===== config.mk =====
export PLATFORM = sky130hd
export DESIGN_NAME = ext_irq_ctrl
export DESIGN_NICKNAME = d
export VERILOG_FILES = /design/src/rtl/eirq_pkg.sv /design/src/rtl/eirq_src_merge.sv /design/src/rtl/eirq_sync.sv /design/src/rtl/eirq_arbiter.sv /design/src/rtl/ext_irq_ctrl.sv
export SDC_FILE = /design/constraint.sdc
export NUM_CORES = 1
export LEC_CHECK = 0
export ABC_AREA = 1
export BUFFER_PORTS_ARGS = -buffer_cell sky130_fd_sc_hd__buf_2
export CAP_MARGIN = 20
export CORE_MARGIN = 2
export CORE_UTILIZATION = 35
export CTS_BUF_LIST = sky130_fd_sc_hd__clkbuf_8
export CTS_CLUSTER_DIAMETER = 40
export DETAILED_ROUTE_END_ITERATION = 7
export HOLD_SLACK_MARGIN = 0.1
export MAX_ROUTING_LAYER = met4
export PLACE_DENSITY = 0.82
export SLEW_MARGIN = 40
export SYNTH_ARGS = -nofsm -noshare
export SYNTH_HDL_FRONTEND = slang
export SYNTH_HIERARCHICAL = 1
export SYNTH_SLANG_ARGS = --single-unit

===== constraint.sdc =====
create_clock -name clk -period 2.27 [get_ports clk]
set_input_delay 0.3405 -clock clk [delete_from_list [all_inputs] [get_ports clk]]
set_output_delay 0.3405 -clock clk [all_outputs]
set_load 0.01 [all_outputs]

===== src/rtl/eirq_pkg.sv =====
package eirq_pkg;
    typedef enum logic [1:0] {
        ACK_NONE = 2'b00,
        ACK_EXT  = 2'b01,
        ACK_SWI  = 2'b10,
        ACK_RSVD = 2'b11
    } ack_e;

    typedef struct packed {
        logic prev_lvl;
        logic ext_latch;
        logic swi_pend;
        logic ext_first;
    } ctl_t;

    localparam ctl_t CTL_RESET = '{prev_lvl: 1'b1, ext_latch: 1'b0,
                                   swi_pend: 1'b0, ext_first: 1'b0};
endpackage


===== src/rtl/eirq_src_merge.sv =====
module eirq_src_merge #(
    parameter int PORT_W = 8
) (
    input  logic              irq_pin_n,
    input  logic [PORT_W-1:0] port_pin,
    input  logic [PORT_W-1:0] pullup_en,
    output logic              merged_n
);
    logic [PORT_W-1:0] gated;

    for (genvar i = 0; i < PORT_W; i++) begin : g_gate
        assign gated[i] = port_pin[i] | ~pullup_en[i];
    end

    assign merged_n = irq_pin_n & (&gated);
endmodule


===== src/rtl/eirq_sync.sv =====
module eirq_sync #(
    parameter int   STAGES    = 2,
    parameter logic RESET_VAL = 1'b1
) (
    input  logic clk,
    input  logic rst_n,
    input  logic din,
    output logic dout
);
    logic [STAGES-1:0] sh_d, sh_q;

    always_comb begin
        sh_d = {sh_q[STAGES-2:0], din};
    end

    always_ff @(posedge clk) begin
        if (!rst_n) sh_q <= {STAGES{RESET_VAL}};
        else        sh_q <= sh_d;
    end

    assign dout = sh_q[STAGES-1];
endmodule


===== src/rtl/eirq_arbiter.sv =====
module eirq_arbiter (
    input  logic ext_pend,
    input  logic mask,
    input  logic swi_pend,
    input  logic ext_first,
    output logic req,
    output logic sel_swi
);
    logic ext_live;

    always_comb begin
        ext_live = ext_pend & ~mask;
        req      = swi_pend | ext_live;
        sel_swi  = swi_pend & ~(ext_first & ext_live);
    end
endmodule


===== src/rtl/ext_irq_ctrl.sv =====
module ext_irq_ctrl #(
    parameter int          PORT_W      = 8,
    parameter int          SYNC_STAGES = 2,
    parameter logic [15:0] EXT_VEC     = 16'h3FFA,
    parameter logic [15:0] SWI_VEC     = 16'h3FFC
) (
    input  logic              clk,
    input  logic              rst_n,
    input  logic              irq_pin_n,
    input  logic [PORT_W-1:0] port_pin,
    input  logic [PORT_W-1:0] pullup_en,
    input  logic              level_mode,
    input  logic              mask_i,
    input  logic              fetch_i,
    input  logic              swi_i,
    input  logic [1:0]        ack_i,
    output logic              req_o,
    output logic [15:0]       vec_o,
    output logic              pin_level_o
);
    import eirq_pkg::*;

    logic   merged_n;
    logic   lvl_sync;
    logic   fall_det;
    logic   ext_pend;
    logic   sel_swi;
    ack_e   ack;
    ctl_t   st_d, st_q;

    eirq_src_merge #(.PORT_W(PORT_W)) u_merge (
        .irq_pin_n (irq_pin_n),
        .port_pin  (port_pin),
        .pullup_en (pullup_en),
        .merged_n  (merged_n)
    );

    eirq_sync #(.STAGES(SYNC_STAGES), .RESET_VAL(1'b1)) u_sync (
        .clk   (clk),
        .rst_n (rst_n),
        .din   (merged_n),
        .dout  (lvl_sync)
    );

    always_comb begin
        ack      = ack_e'(ack_i);
        fall_det = st_q.prev_lvl & ~lvl_sync;
        ext_pend = st_q.ext_latch | (level_mode & ~lvl_sync);

        st_d          = st_q;
        st_d.prev_lvl = lvl_sync;
        if (ack == ACK_EXT) begin
            st_d.ext_latch = 1'b0;
            st_d.ext_first = 1'b0;
        end
        if (ack == ACK_SWI) begin
            st_d.swi_pend  = 1'b0;
            st_d.ext_first = 1'b0;
        end
        if (fall_det) begin
            st_d.ext_latch = 1'b1;
        end
        if (fetch_i && swi_i) begin
            st_d.swi_pend  = 1'b1;
            st_d.ext_first = ext_pend & ~mask_i;
        end
    end

    always_ff @(posedge clk) begin
        if (!rst_n) st_q <= CTL_RESET;
        else        st_q <= st_d;
    end

    eirq_arbiter u_arb (
        .ext_pend  (ext_pend),
        .mask      (mask_i),
        .swi_pend  (st_q.swi_pend),
        .ext_first (st_q.ext_first),
        .req       (req_o),
        .sel_swi   (sel_swi)
    );

    assign vec_o       = sel_swi ? SWI_VEC : EXT_VEC;
    assign pin_level_o = lvl_sync;
endmodule


==> impl_results.md <==
- Outcome: finished clean
- CP max stage cell: dfxtp_1
- P_leak: 0.3991 nW
- TritonCTS Buffers: 3
- Sw frac: 0.2392
- Crit. End Element: output port
- Gp weighted congestion: 0.6724
- Post-Syn Instances: 77
- Buffers & Inverters on Critical Path: 4
- N_diodes: 0
- WL/cell: 6.683 microns
- Share of power burned in registers: 0.342
- Core area: 0.001269 sq mm
- Layout Nets: 132
- Max incr delay on CP: 0.31 ns
- Sw power: 79.86 uW
- TritonCTS clock tree: done
- Max FO, Critical Path: 3
- H-Tree Depth: 1
- DRC marker count from the first detailed-route iteration: 4
- Pre-antenna DRT Iters: 2
- Synth top area share: 0.2581
- Dpl ws: 1.015 ns
- CTS root buffer: clkbuf_8
- Synth Area per Inst: 6.045 sq um
- Minimum clock period: 1.405 ns
- CTS Sinks: 6
- Register clock-pin slew on the reported worst setup and hold paths: 0.03 ns
- Crit start category: register
- Drt via density: 3.808
- Max-cap viol count: 0
- Detail Route Antenna Nets: 0
- # setup viols final: 0
- Synth Warn #: 6
- Hold Buf Count CTS: 0
- Die area: 0.001637 sq mm
- Worst setup margin: 0.8651 ns
- Hold Slack: 0.3273 ns
- Largest net degree at the start of global routing: 5
- Dominant cell type by area after synthesis: dfxtp_1
- Vias: 457
- Pwr Density: 558.4 mW/mm^2
- Post-Synth Simple-Gate Area: 0.2527
- FP Rows: 13
- IO Pins: 43
- Tightest Hold Check Type: input port to register
- Largest family of logic cells by synthesized area: buffers and inverters
- Share of cells above drive strength 1: 0.3238
- Die X: 40.47 microns
- Post-CTS sizing: 0
- DP Wirelength: 717.7 microns
- Fin Setup TNS: 0 ns
- Layout area overhead: 28.49%
- Drt drc: 0
- XOR/XNOR share of the synthesized area: 0
- Worst-Skew Late Latency: 0.22 ns
- Initial core utilization: 0.3669
- CP Cell Sequence: inv_1 > nand2_1 > nand2_1 > nand3_1 > nand2_1 > inv_1 > inv_1 > buf_2
- Post-CTS Setup Inserts: 0
- Initial antenna violation count: 0
- Synth Area in Adders: 0
- Cell internal pwr: 254.1 uW
- Comb pwr share: 0.197
- Die Ht: 40.47 microns
- Final hold viol count: 0
- Final wirelength: 802 microns
- CP top delay family: flip-flops
- Part of the cycle the worst path needs: 0.6189
- Synth area leaders: dfxtp_1, buf_4, inv_1
- Design Power: 333.9 uW
- Critical path class: register to output port
- Worst EP required: 1.93 ns
- Port Buffers: 28
- Worst clock skew: 0.0008821 ns
- Clk buf depth: 2
- RSZ-0062 raised after global routing: false
- Synth unique cells: 13
- Total global routing track utilization: 0.1251
- Vias in the first global route: 378
- Critical path arrival: 1.06 ns
- Clk pwr share: 0.460
- Synth Cell Area: 465.4 sq um
- Seq/Total Area, Yosys: 0.2581
- First-pass GRT wire length: 1.276 mm
- Util after Layout: 0.4714
- Post-synthesis mux area share: 0
- VDD IR max: 0.0002064 V
- #FFs+latches synth: 6
- Post-synthesis compound-gate area fraction: 0.07796
- Max Fclk: 0.7118 GHz
- Grt total ovfl: 0
- Slew Limit Fails: 0
[registers in the layout, indices dropped and copies added (netlist names)]
register,cells
u_sync/sh_q,2
st_q,4
[layer usage]
metal,global-route usage,share of wire,wire length (microns),up-vias
li1,-,-,-,247
met1,0.1023,0.38,302,184
met2,0.2302,0.52,416,26
met3,0.03333,0.10,83,0
met4,0.1000,0,0,0
met5,-,0,0,-
[cell usage after synthesis]
cell,number
buf_4,15
nor2_1,6
conb_1,2
nand2_2,1
o22ai_1,1
a22oi_1,1
nor2_2,2
nand2_1,19
a21oi_1,3
inv_1,19
dfxtp_1,6
nand3_1,1
a21o_1,1
[final timing paths]
kind,start,to,slack [ns],depth (start not counted)
worst max-delay path,u_sync/sh_q[1],vec_o[1],0.87,8
worst min-delay path,rst_n,u_sync/sh_q[1],0.33,2
worst max register to register,u_sync/sh_q[1],st_q[0],1.49,5
worst min register to register,u_sync/sh_q[0],u_sync/sh_q[1],0.42,2
[worst reg2reg max path, stage by stage, from the launching register on]
cell	delay (ns)
dfxtp_1	0.30
inv_1	0.08
nand2_1	0.06
nand2_1	0.09
nand2_1	0.06
a21oi_1	0.13
[cells in the final DEF, fill, tap and decap left out]
| cell | instances |
|---|---|
| inv_1 | 19 |
| conb_1 | 14 |
| nor2_1 | 6 |
| a21oi_1 | 3 |
| o22ai_1 | 1 |
| nand2_2 | 1 |
| nand2_1 | 19 |
| buf_2 | 28 |
| nand3_1 | 1 |
| dfxtp_1 | 6 |
| nor2_2 | 2 |
| clkbuf_8 | 3 |
| a22oi_1 | 1 |
| a21o_1 | 1 |
[layout make-up]
type	instances	area [sq um]
Timing Repair Buffer	28	140.1
Sequential cell	6	120.1
Multi-Input combinational cell	49	206.4
Tap cell	15	18.77
Inverter	19	71.32
Fill cell	138	670.6
Clock buffer	3	41.29
[power groups by stage]
stage / clock network, mW / registers (mW) / logic [mW]
3_3_place_gp: 0 / 0.115 / 0.0643
2_1_floorplan: 0 / 0.116 / 0.0561
4_1_cts: 0.160 / 0.114 / 0.0662
6_report: 0.154 / 0.114 / 0.0659
5_1_grt: 0.167 / 0.115 / 0.0767
3_5_place_dp: 0 / 0.116 / 0.0660
[per-stage QoR]
stage | area (sq um) | std cells
after floorplan | 510.5 | 89
after global placement | 556.8 | 117
after detailed placement | 556.8 | 117
after CTS | 598.1 | 120
after global routing | 598.1 | 120
final | 598.1 | 120
[cell families (layout without fill, tap and decap cells)]
group	after synthesis	in the layout
buffers and inverters	34	50
AND/OR/NAND/NOR	29	29
AO/OA/AOI/OAI	6	6
flip-flops	6	6
other	2	14
No activity file was read; power rests on OpenSTA's default activity.
